==> src/rtl/fts_pkg.sv <==
package fts_pkg;
  typedef enum logic [2:0] {
    POL_ROUND    = 3'd0,
    POL_INFLIGHT = 3'd1,
    POL_BRANCH   = 3'd2,
    POL_DMISS    = 3'd3,
    POL_QAGE     = 3'd4
  } policy_e;

  typedef enum logic [1:0] {
    SPLIT_1X8 = 2'd0,
    SPLIT_2X4 = 2'd1,
    SPLIT_4X2 = 2'd2,
    SPLIT_2X8 = 2'd3
  } split_e;

  localparam int NUM_KINDS = 4;
  localparam int K_INFL    = 0;
  localparam int K_BR      = 1;
  localparam int K_MISS    = 2;
  localparam int K_QPOS    = 3;
endpackage

==> src/rtl/fts_sat_ctr.sv <==
module fts_sat_ctr #(
  parameter int W = 6
) (
  input  logic         clk,
  input  logic         rst_n,
  input  logic         inc_i,
  input  logic         dec_i,
  output logic [W-1:0] cnt_o
);
  logic [W-1:0] cnt_q, cnt_d;
  logic         cnt_en;

  always_comb begin
    cnt_d  = cnt_q;
    cnt_en = 1'b0;
    if (inc_i && !dec_i && (cnt_q != '1)) begin
      cnt_en = 1'b1;
      cnt_d  = cnt_q + W'(1);
    end else if (dec_i && !inc_i && (cnt_q != '0)) begin
      cnt_en = 1'b1;
      cnt_d  = cnt_q - W'(1);
    end
  end

  always_ff @(posedge clk or negedge rst_n) begin
    if (!rst_n)      cnt_q <= '0;
    else if (cnt_en) cnt_q <= cnt_d;
  end

  assign cnt_o = cnt_q;

  a_r2_hold_at_max: assert property (@(posedge clk) disable iff (!rst_n)
    (cnt_q == '1 && inc_i && !dec_i) |=> (cnt_q == '1));
  a_r2_hold_at_zero: assert property (@(posedge clk) disable iff (!rst_n)
    (cnt_q == '0 && dec_i && !inc_i) |=> (cnt_q == '0));
  a_r3_both_strobes: assert property (@(posedge clk) disable iff (!rst_n)
    (inc_i && dec_i) |=> $stable(cnt_q));
  a_r2_idle_stable: assert property (@(posedge clk) disable iff (!rst_n)
    (!inc_i && !dec_i) |=> $stable(cnt_q));
endmodule

==> src/rtl/fts_rank.sv <==
module fts_rank #(
  parameter int NUM_THR = 8,
  parameter int KEY_W   = 6,
  parameter int TID_W   = $clog2(NUM_THR)
) (
  input  logic [NUM_THR*KEY_W-1:0] key_i,
  input  logic [NUM_THR-1:0]       elig_i,
  input  logic [TID_W-1:0]         ptr_i,
  output logic [NUM_THR*TID_W-1:0] rank_o
);
  // Composite order: key first, then rotated distance from the pointer.
  // Distances are unique, so eligible threads get distinct ranks.
  logic [KEY_W+TID_W-1:0] comp [NUM_THR];

  always_comb begin
    for (int t = 0; t < NUM_THR; t++) begin
      comp[t] = {key_i[t*KEY_W +: KEY_W], TID_W'(TID_W'(t) - ptr_i)};
    end
  end

  always_comb begin
    for (int t = 0; t < NUM_THR; t++) begin
      int ahead;
      ahead = 0;
      for (int u = 0; u < NUM_THR; u++) begin
        if (u != t && elig_i[u] && (comp[u] < comp[t])) ahead++;
      end
      rank_o[t*TID_W +: TID_W] = TID_W'(ahead);
    end
  end
endmodule

==> src/rtl/fetch_thread_sel.sv <==
module fetch_thread_sel
  import fts_pkg::*;
#(
  parameter int NUM_THR = 8,
  parameter int CNT_W   = 6,
  parameter int FETCH_W = 8,
  parameter int AVAIL_W = 4,
  parameter int NUM_PORT = 4,
  parameter int BUD_W   = $clog2(FETCH_W + 1)
) (
  input  logic                        clk,
  input  logic                        rst_n,
  input  logic [2:0]                  policy_i,
  input  logic [1:0]                  split_i,
  input  logic [NUM_THR-1:0]          ready_i,
  input  logic [NUM_THR-1:0]          stall_i,
  input  logic [NUM_THR*AVAIL_W-1:0]  avail_i,
  input  logic [NUM_THR-1:0]          infl_inc_i,
  input  logic [NUM_THR-1:0]          infl_dec_i,
  input  logic [NUM_THR-1:0]          br_inc_i,
  input  logic [NUM_THR-1:0]          br_dec_i,
  input  logic [NUM_THR-1:0]          miss_inc_i,
  input  logic [NUM_THR-1:0]          miss_dec_i,
  input  logic [NUM_THR-1:0]          qpos_inc_i,
  input  logic [NUM_THR-1:0]          qpos_dec_i,
  output logic [NUM_PORT*NUM_THR-1:0] grant_o,
  output logic [NUM_PORT*BUD_W-1:0]   budget_o
);
  localparam int TID_W = $clog2(NUM_THR);
  localparam int PC_W  = $clog2(NUM_PORT + 1);

  // ---------------- status counters ----------------
  logic [NUM_THR-1:0] inc_k [NUM_KINDS];
  logic [NUM_THR-1:0] dec_k [NUM_KINDS];
  logic [CNT_W-1:0]   cnt   [NUM_KINDS][NUM_THR];

  assign inc_k[K_INFL] = infl_inc_i;
  assign dec_k[K_INFL] = infl_dec_i;
  assign inc_k[K_BR]   = br_inc_i;
  assign dec_k[K_BR]   = br_dec_i;
  assign inc_k[K_MISS] = miss_inc_i;
  assign dec_k[K_MISS] = miss_dec_i;
  assign inc_k[K_QPOS] = qpos_inc_i;
  assign dec_k[K_QPOS] = qpos_dec_i;

  for (genvar k = 0; k < NUM_KINDS; k++) begin : g_kind
    for (genvar t = 0; t < NUM_THR; t++) begin : g_thr
      fts_sat_ctr #(.W(CNT_W)) u_ctr (
        .clk   (clk),
        .rst_n (rst_n),
        .inc_i (inc_k[k][t]),
        .dec_i (dec_k[k][t]),
        .cnt_o (cnt[k][t])
      );
    end
  end

  // ---------------- ranking key per policy ----------------
  logic [NUM_THR*CNT_W-1:0] key_flat;

  always_comb begin
    for (int t = 0; t < NUM_THR; t++) begin
      case (policy_e'(policy_i))
        POL_INFLIGHT: key_flat[t*CNT_W +: CNT_W] = cnt[K_INFL][t];
        POL_BRANCH:   key_flat[t*CNT_W +: CNT_W] = cnt[K_BR][t];
        POL_DMISS:    key_flat[t*CNT_W +: CNT_W] = cnt[K_MISS][t];
        POL_QAGE:     key_flat[t*CNT_W +: CNT_W] = ~cnt[K_QPOS][t];
        default:      key_flat[t*CNT_W +: CNT_W] = '0;
      endcase
    end
  end

  logic [NUM_THR-1:0]       elig;
  logic [TID_W-1:0]         ptr_q, ptr_d;
  logic [NUM_THR*TID_W-1:0] rank_flat;

  assign elig = ready_i & ~stall_i;

  fts_rank #(.NUM_THR(NUM_THR), .KEY_W(CNT_W), .TID_W(TID_W)) u_rank (
    .key_i  (key_flat),
    .elig_i (elig),
    .ptr_i  (ptr_q),
    .rank_o (rank_flat)
  );

  // ---------------- port layout ----------------
  logic [PC_W-1:0]  nport;
  logic [BUD_W-1:0] cap;

  always_comb begin
    case (split_e'(split_i))
      SPLIT_2X4: begin nport = PC_W'(2); cap = BUD_W'(FETCH_W / 2); end
      SPLIT_4X2: begin nport = PC_W'(4); cap = BUD_W'(FETCH_W / 4); end
      SPLIT_2X8: begin nport = PC_W'(2); cap = BUD_W'(FETCH_W);     end
      default:   begin nport = PC_W'(1); cap = BUD_W'(FETCH_W);     end
    endcase
  end

  // ---------------- grant and budget selection ----------------
  logic [NUM_THR-1:0] gsel [NUM_PORT];
  logic [BUD_W-1:0]   bsel [NUM_PORT];
  logic               any_grant;

  always_comb begin
    for (int p = 0; p < NUM_PORT; p++) begin
      for (int t = 0; t < NUM_THR; t++) begin
        gsel[p][t] = elig[t] && (rank_flat[t*TID_W +: TID_W] == TID_W'(p))
                     && (PC_W'(p) < nport);
      end
    end
  end

  always_comb begin
    int sup0, sup1, b0, b1;
    sup0 = 0;
    sup1 = 0;
    for (int t = 0; t < NUM_THR; t++) begin
      if (gsel[0][t]) sup0 = int'(avail_i[t*AVAIL_W +: AVAIL_W]);
      if (gsel[1][t]) sup1 = int'(avail_i[t*AVAIL_W +: AVAIL_W]);
    end
    b0 = (sup0 > FETCH_W) ? FETCH_W : sup0;
    b1 = (sup1 > FETCH_W - b0) ? (FETCH_W - b0) : sup1;
    for (int p = 0; p < NUM_PORT; p++) begin
      bsel[p] = (|gsel[p]) ? cap : '0;
    end
    if (split_e'(split_i) == SPLIT_2X8) begin
      bsel[0] = (|gsel[0]) ? BUD_W'(b0) : '0;
      bsel[1] = (|gsel[1]) ? BUD_W'(b1) : '0;
    end
  end

  assign any_grant = |gsel[0];
  assign ptr_d     = ptr_q + TID_W'(1);

  // ---------------- registers ----------------
  always_ff @(posedge clk or negedge rst_n) begin
    if (!rst_n)         ptr_q <= '0;
    else if (any_grant) ptr_q <= ptr_d;
  end

  always_ff @(posedge clk or negedge rst_n) begin
    if (!rst_n) begin
      grant_o  <= '0;
      budget_o <= '0;
    end else begin
      for (int p = 0; p < NUM_PORT; p++) begin
        grant_o[p*NUM_THR +: NUM_THR] <= gsel[p];
        budget_o[p*BUD_W +: BUD_W]    <= bsel[p];
      end
    end
  end

  // ---------------- assertions ----------------
  logic [NUM_PORT-1:0] tcol [NUM_THR];
  int                  bsum;

  always_comb begin
    bsum = 0;
    for (int p = 0; p < NUM_PORT; p++) begin
      bsum += int'(budget_o[p*BUD_W +: BUD_W]);
      for (int t = 0; t < NUM_THR; t++) tcol[t][p] = grant_o[p*NUM_THR + t];
    end
  end

  for (genvar p = 0; p < NUM_PORT; p++) begin : g_port_chk
    a_r5_port_onehot: assert property (@(posedge clk) disable iff (!rst_n)
      $onehot0(grant_o[p*NUM_THR +: NUM_THR]));
    a_r5_unused_port: assert property (@(posedge clk) disable iff (!rst_n)
      (PC_W'(p) >= nport) |=> (grant_o[p*NUM_THR +: NUM_THR] == '0));
    a_r4_idle_budget: assert property (@(posedge clk) disable iff (!rst_n)
      (grant_o[p*NUM_THR +: NUM_THR] == '0) |-> (budget_o[p*BUD_W +: BUD_W] == '0));
    for (genvar t = 0; t < NUM_THR; t++) begin : g_thr_chk
      a_r4_grant_eligible: assert property (@(posedge clk) disable iff (!rst_n)
        grant_o[p*NUM_THR + t] |-> $past(ready_i[t] && !stall_i[t]));
    end
  end

  for (genvar t = 0; t < NUM_THR; t++) begin : g_once_chk
    a_r5_thread_once: assert property (@(posedge clk) disable iff (!rst_n)
      $countones(tcol[t]) <= 1);
  end

  a_r6_width_cap: assert property (@(posedge clk) disable iff (!rst_n)
    bsum <= FETCH_W);
endmodule

==> config.mk <==
export PLATFORM = sky130hd
export DESIGN_NAME = fetch_thread_sel
export DESIGN_NICKNAME = d
export VERILOG_FILES = /design/src/rtl/fts_pkg.sv /design/src/rtl/fts_sat_ctr.sv /design/src/rtl/fts_rank.sv /design/src/rtl/fetch_thread_sel.sv
export SDC_FILE = /design/constraint.sdc
export NUM_CORES = 1
export LEC_CHECK = 0
export CAP_MARGIN = 20
export CORE_MARGIN = 2
export CORE_UTILIZATION = 35
export DETAILED_ROUTE_END_ITERATION = 16
export GPL_TIMING_DRIVEN = 0
export PLACE_DENSITY = 0.59
export SYNTH_ARGS = -nofsm -noshare
export SYNTH_HDL_FRONTEND = slang
export SYNTH_HIERARCHICAL = 1
export SYNTH_SLANG_ARGS = --single-unit
==> constraint.sdc <==
create_clock -name clk -period 21.9 [get_ports clk]
set_input_delay 3.285 -clock clk [delete_from_list [all_inputs] [get_ports clk]]
set_output_delay 3.285 -clock clk [all_outputs]
set_load 0.1 [all_outputs]
After elaboration in Yosys (flattened, before gate mapping). Index checks and enable logic that the tools add are counted.

Register bits: 243. Output and inout bits: 48. Bits of input ports: 119. Word-level logic and storage cells: 932.

Order comparisons: 62. Add/subtract/negate cells: 122. Reductions and logical operators: 421. Bitwise gates (word level): 10. Equality and inequality tests: 63. Muxes and demuxes: 219.

Operators by type and width (count): 9-bit < comparator (56); 32-bit two-way mux (15); 6-bit two-way mux (64); 1-bit logical AND (248); 6-bit by 1-bit adder with 6-bit output, second input constant (32); 6-bit inequality test, second input constant (32); 6-bit one-hot mux with 4 select lines (8); 6-bit nonzero test (32); 6-bit by 1-bit subtractor with 6-bit output, second input constant (32); 3-bit two-way mux (48); 3-bit by 2-bit adder with 3-bit output, second input constant (40); 1-bit two-way mux (72); 1-bit zero test (64); 2-bit AND reduction (32); 2-bit nonzero test (32); 3-bit by 2-bit equality test with 1-bit output, second input constant (18); 6-bit inverter (8); 4-bit two-way mux (9); 32-bit greater-than comparator (1); 32-bit by 5-bit greater-than comparator with 1-bit output, second input constant (1); 8-bit OR reduction (4); 5-bit by 32-bit subtractor with 32-bit output, first input constant (1); 3-bit by 1-bit equality test with 1-bit output, second input constant (9); 3-bit zero test (8); 16 further kinds (31).

Logic depth before layout (Yosys ltp). Gate-level depths: netlist of run 1.

Word-level depth: 35. Mapped depth: 48. Mapped depth without buffers: 46.

Modules after synthesis. Netlist of run 1, hierarchy kept.

Modules (own cells, without submodules): fts_sat_ctr at g_kind[0].g_thr[0].u_ctr ... (area an instance 501.7 um2, sequential area each 150.1 um2, instances 28, cells each 46); fts_rank (area an instance 7153.1 um2, sequential area each 0.0 um2, instances 1, cells each 900); fetch_thread_sel (area an instance 4051.4 um2, sequential area each 1226.2 um2, instances 1, cells each 491); fts_sat_ctr at g_kind[0].g_thr[4].u_ctr ... (area an instance 493.0 um2, sequential area each 150.1 um2, instances 4, cells each 49).

Least setup slack after synthesis of run 1. OpenSTA, ideal clock, no wires.

Path type: input to register. Start point: input port policy_i[2]. End point: register budget_o[7]. Path buffers: 3. Stages on the path: 41. Arrival time: 12.224 ns. Setup slack: 9.581 ns. Setup time: 0.095 ns. Data required time: 21.805 ns. Path through: nor3b_1 > clkbuf_1 > clkbuf_1 > a221o_1 > inv_1 > ha_1 > a21o_1 > a21oi_1 > a21boi_0 > nor3_1 > inv_1 > ha_1 > nor4_1 > or2_2 > ha_1 > or4_1 > o31a_1 > ha_1 > [5 not listed] > xnor2_1 > xor2_1 > xnor2_1 > or4b_1 > clkbuf_1 > nor3_2 > o31ai_2 > a32oi_2 > nand2_1 > ha_1 > or3_1 > o2111ai_1 > ha_1 > nand2_1 > o21ai_0 > a2111o_1 > and3b_1 > o31ai_1.

RTL lines: from (decl) (RTL line fetch_thread_sel.sv:13) `input logic [2:0] policy_i,`; to (signal, indexed assignment) (RTL line fetch_thread_sel.sv:148) `budget_o[p*BUD_W +: BUD_W] <= bsel[p];`; to (decl) (RTL line fetch_thread_sel.sv:27) `output logic [NUM_PORT*BUD_W-1:0] budget_o`.

==> results_dict.tcl, run 1 <==
set metrics [dict create \
    die_h_um 283 \
    clk_pin_slew_ns 0.06 \
    cp_max_fo 10 \
    worst_setup_path_start_kind "primary input" \
    syn_area_um2 27200 \
    powerDensity_nw_per_um2 159 \
    io_pins 167 \
    critPathBufInv 6 \
    viasPerCell 5.51 \
    synth_adder_area_share_pct 20.0 \
    drtPass1Iterations 5 \
    finalInstanceArea_um2 31300 \
    yosysWarningCount 6 \
    final_nets 3612 \
    synthFlopType "dfrtp_1" \
    critical_path.max_stage_delay_ns 0.83 \
    wire_per_inst_um 19.0 \
    status "finished clean" \
    grt_use_total_pct 19.2 \
    power_frac_seq_pct 20.5 \
    cts.sinks 241 \
    vias 22836 \
    cp-end-kind "register" \
    synth_cells 2875 \
    drtAntennaViolNets 0 \
    p_leak_nw 13.5 \
    cpMostUsedCell "ha_1" \
    grt_max_degree 113 \
    synth_seq_cells 241 \
    numPortBuffers 164 \
    worst_slack_ns 6.93 \
    slew_headroom_pct 24.9 \
    routabilityCongestion 0.930 \
    area_delta_synth_final_pct 14.9 \
    synth_top_family_by_area "compound AO/OA/AOI/OAI gates" \
    synth_area_per_cell_um2 9.47 \
    yosysTopAreaCellShare_pct 22.2 \
    cts_tree "built" \
    wl_met3_um 4040 \
    path_delay_family "compound AO/OA/AOI/OAI gates" \
    synth_common_cells "385 x ha_1, 286 x nand2_1, 241 x dfrtp_1" \
    min_period_over_period_pct 68.3 \
    max_freq_ghz 0.0668 \
    core_um2 77200 \
    min_period_ns 14.97 \
    numCtsBuffers 31 \
    crit_arrival_ns 15.47 \
    swShare_pct 49.8 \
    final.setup.tns_ns 0 \
    initial_core_util_pct 35.3 \
    drv_slew 0 \
    fin_skew_ns 0.0351 \
    drc 0 \
    drv_cap 0 \
    yosys.area_share.simple_pct 17.7 \
    async_flop_share_pct 100 \
    ctsHtreeMaxLevel 1 \
    dpl_cell_area_um2 30200 \
    hpwlAfterDp_um 61500 \
    ir_drop_v 0.0000964 \
    intPower_w 0.00250 \
    grt_pass1_wl_um 125000 \
    highest_layer "met5" \
    hold_path_class "register to register" \
    wl_um 78500 \
    worst_pin_slew_ns 1.13 \
    hold_violations 0 \
    grt_setup_unrepaired "no" \
    finish.utilization_pct 40.5 \
    hold_slack_ns 0.593 \
    die_area_um2 80000 \
    rows 102 \
    clockRootBuffer "clkbuf_16" \
    drt-initial-drc-count 1344 \
    switchingPower_w 0.00248 \
    worst-setup-path-type "primary input to register" \
    ctsResizeCount 0 \
    yosysMostFrequentCell "ha_1" \
    worstPathRequired_ns 22.40 \
    synthTopCellsByArea "dfrtp_1 22%, ha_1 18%, mux2_2 7.4%, xnor2_1 4.4%, nand2_1 3.9%" \
    drive_gt1_share_pct 15.7 \
    pwr-share-comb_pct 68.9 \
    clk_latency_ns 0.61 \
    antenna_found_initial 5 \
    synth_xor_area_share_pct 6.89 \
    wl_met1_um 37300 \
    synth_mux_area_share_pct 8.09 \
    met2_length_um 35400 \
    post_cts_buffers 0 \
    post-place-ws_ns 6.60 \
    finalSetupViolCount 0 \
    synth_top_area_cell "dfrtp_1" \
    overflow 0 \
    cpMaxStageDelayCell "clkbuf_1" \
    power_frac_clock_pct 10.6 \
    clockBufferDepth 3 \
    synth_edf_count 0 \
    die_w_um 283 \
    synthDistinctLibCells 101 \
    synth_compound_area_share_pct 22.0 \
    grt_pass1_vias 22226 \
    postCtsHoldBufs 0 \
    ys_seq_area_share_pct 22.2 \
]
power groups by stage:
stage	Sequential, W	Combinational (W)	Clock, W
after floorplan	0.00105	0.00253	0
after global placement	0.00102	0.00333	0
after detailed placement	0.00103	0.00338	0
after CTS	0.00102	0.00340	0.000546
after global routing	0.00107	0.00383	0.000564
final	0.00102	0.00343	0.000530
layer usage:
| metal | track usage [%] | vias up |
|---|---|---|
| li1 | - | 11269 |
| met1 | 26.4 | 10956 |
| met2 | 31.5 | 508 |
| met3 | 3.01 | 95 |
| met4 | 4.72 | 8 |
| met5 | 0 | - |
cell usage in the layout, fill, tap and decap left out, types with 51 or more instances in the layout:
cell type and count:
o21ai_0 110, dfrtp_1 241, a21oi_1 140, a21o_1 109
xor2_1 56, clkdlybuf4s50_1 164, nor2_1 136, inv_1 168
and2b_2 58, xnor2_1 136, nand2_1 286, mux2_2 180
a221o_1 51, ha_1 385
logic make-up (layout without fill, tap and decap cells):
logic type,after synthesis,in the layout
xor+xnor,202,202
mux,194,194
flops,241,241
fa+ha+maj,417,417
buf+inv,210,435
simple gates,867,867
other cells,1,3
compound gates,743,743
worst paths after layout:
path / endpoint / slack, ns / from / cells past startpoint
max in group asynchronous: budget_o[10] / 18.37 / rst_n / 2
min in group asynchronous: g_kind[3].g_thr[5].u_ctr/cnt_o[3] / 2.57 / rst_n / 1
worst min register to register: g_kind[0].g_thr[0].u_ctr/cnt_o[4] / 0.59 / g_kind[0].g_thr[0].u_ctr/cnt_o[4] / 1
worst max register to register: budget_o[7] / 10.88 / ptr_q[1] / 43
worst min-delay path: g_kind[0].g_thr[0].u_ctr/cnt_o[4] / 0.59 / g_kind[0].g_thr[0].u_ctr/cnt_o[4] / 1
worst max-delay path: budget_o[7] / 6.93 / policy_i[1] / 44
state kept, by name, indices dropped and copies added (netlist names):
| signal | count |
|---|---|
| g_kind.g_thr.u_ctr/cnt_o | 192 |
| ptr_q | 3 |
| grant_o | 32 |
| budget_o | 14 |
per-stage QoR:
step           instances  power [W]
3_5_place_dp        4082    0.00440
6_report            4142    0.00498
3_3_place_gp        4080    0.00435
2_1_floorplan       2876    0.00357
4_1_cts             4140    0.00497
5_1_grt             4142    0.00546
final cells by class:
type                    instances  area, um^2
repair buffers                167        1710
clock inverters                19         176
diodes                          1        2.50
plain buffers                  39         196
clock buffers                  39         876
inverters                     171         642
fillers                      7620       45900
multi-input cells            2425       20400
well taps                    1040        1300
flip-flops and latches        241        6030
Power figures use the tool's default switching activity.
==> inputs of run 2 (changes only) <==
==> constraint.sdc (replaced) <==
create_clock -name clk -period 13.9 [get_ports clk]
set_input_delay 2.085 -clock clk [delete_from_list [all_inputs] [get_ports clk]]
set_output_delay 2.085 -clock clk [all_outputs]
set_load 0.1 [all_outputs]
==> results_dict.tcl, run 2 (same netlist as run 1, synthesis figures left out) <==
set metrics [dict create \
    grt_use_total_pct 19.2 \
    viasPerCell 5.51 \
    numCtsBuffers 31 \
    hold_slack_ns 0.592 \
    max_freq_ghz 0.0764 \
    final.setup.tns_ns 0 \
    grt_max_degree 113 \
    cts.sinks 241 \
    routabilityCongestion 0.930 \
    drtPass1Iterations 5 \
    crit_arrival_ns 13.59 \
    drt-initial-drc-count 1308 \
    min_period_ns 13.09 \
    worstPathRequired_ns 14.40 \
    p_leak_nw 13.5 \
    clockRootBuffer "clkbuf_16" \
    worst_pin_slew_ns 1.12 \
    grt_setup_unrepaired "no" \
    ctsHtreeMaxLevel 1 \
    final_common_cell "ha_1" \
    layout_common_cells "385 x ha_1, 286 x nand2_1, 241 x dfrtp_1, 180 x mux2_2, 168 x inv_1" \
    min_period_over_period_pct 94.2 \
    clockBufferDepth 3 \
    powerDensity_nw_per_um2 250 \
    hold_path_class "register to register" \
    grt_busiest_layer "met2" \
    die_h_um 283 \
    wire_per_inst_um 19.0 \
    fillCellCount 7617 \
    hpwlAfterDp_um 61500 \
    drv_cap 0 \
    drtAntennaViolNets 0 \
    wl_um 78600 \
    worst-setup-path-type "primary input to register" \
    cp-end-kind "register" \
    gr-usage-met1_pct 26.4 \
    drc 0 \
    critical_path.max_stage_delay_ns 0.59 \
    cp_max_fo 10 \
    vias 22837 \
    area_delta_synth_final_pct 15.0 \
    layoutNonFillerInstCount 4142 \
    initial_core_util_pct 35.3 \
    drive_gt1_share_pct 16.1 \
    grt_pass1_wl_um 125000 \
    worst_setup_path_start_kind "primary input" \
    antenna_found_initial 5 \
    rows 102 \
    cpMaxStageDelayCell "clkbuf_1" \
    finish.utilization_pct 40.5 \
    cpMostUsedCell "ha_1" \
    finalPower_w 0.00784 \
    cts_tree "built" \
    hold_violations 0 \
    final_nets 3612 \
    status "finished clean" \
    numPortBuffers 164 \
    drv_slew 0 \
    ir_drop_v 0.000151 \
    clk_latency_ns 0.61 \
    overflow 0 \
    use_met2_pct 31.5 \
    dp_cells 4082 \
    fin_skew_ns 0.0321 \
    clk_pin_slew_ns 0.06 \
    die_w_um 283 \
    postCtsHoldBufs 0 \
    io_pins 167 \
    grt_pass1_vias 22226 \
    finalSetupViolCount 0 \
    slew_headroom_pct 25.3 \
    core_um2 77200 \
    largest_reg_flops 192 \
    grtUsageMet3_pct 3.01 \
    die_area_um2 80000 \
]
-- run 2: cell counts in the layout (fill, tap and decap cells not counted) --
Identical to the previous run, type by type.
-- run 2: path summary, 6_finish.rpt --
| path | start | to | slack [ns] | cells after the start |
|---|---|---|---|---|
| worst max-delay path | policy_i[0] | budget_o[7] | 0.81 | 44 |
| worst min-delay path | g_kind[0].g_thr[0].u_ctr/cnt_o[4] | g_kind[0].g_thr[0].u_ctr/cnt_o[4] | 0.59 | 1 |
| worst max register to register | ptr_q[1] | budget_o[7] | 2.91 | 43 |
| worst min register to register | g_kind[0].g_thr[0].u_ctr/cnt_o[4] | g_kind[0].g_thr[0].u_ctr/cnt_o[4] | 0.59 | 1 |
| max in group asynchronous | rst_n | budget_o[10] | 11.56 | 2 |
| min in group asynchronous | rst_n | g_kind[3].g_thr[5].u_ctr/cnt_o[3] | 1.37 | 1 |
-- run 2: repair_timing --
| item | in CTS | in global routing |
|---|---|---|
| gates resized for setup | 0 | 31 |
| setup endpoints to repair | 0 | 4 |
| buffers inserted | 0 | 0 |
-- run 2: metrics by stage --
step                area, um^2  setup slack, ns
finish                   31300            0.810
global route             31300           0.0143
CTS                      31300            0.371
detailed placement       30200           -0.205
global placement         30200           -0.567
floorplan                27200             2.78
-- run 2: report_power, final --
part / switching (W) / leakage, nW / internal (W)
registers: 0.000561 / 2.92 / 0.00104
logic: 0.00300 / 10.1 / 0.00241
clock network: 0.000352 / 0.511 / 0.000483
total: 0.00391 / 13.5 / 0.00393
-- run 2: layout make-up --
| class | instances | area (um^2) | area share, % |
|---|---|---|---|
| inverters | 171 | 642 | 2.05 |
| clock buffers | 39 | 876 | 2.80 |
| flip-flops and latches | 241 | 6030 | 19.3 |
| plain buffers | 39 | 210 | 0.671 |
| diodes | 1 | 2.50 | 0.00799 |
| clock inverters | 19 | 176 | 0.564 |
| multi-input cells | 2425 | 20400 | 65.0 |
| repair buffers | 167 | 1710 | 5.46 |
| well taps | 1040 | 1300 | 4.16 |
-- run 2: layer usage --
metal  wire length, um  vias to the layer above
met5                48                        -
met3              4140                      104
met2             35100                      498
li1                  -                    11273
met4              1980                        8
met1             37300                    10954
-- run 2: worst max-delay path: cells and delay by family --
family	cells	cell delay, ns
muxes	2	0.36
buffers and inverters	5	1.91
AOI/OAI and AO/OA	15	3.79
and+or+nand+nor	11	2.76
xor gates and xnor gates	3	0.45
adders and majority gates	8	2.22
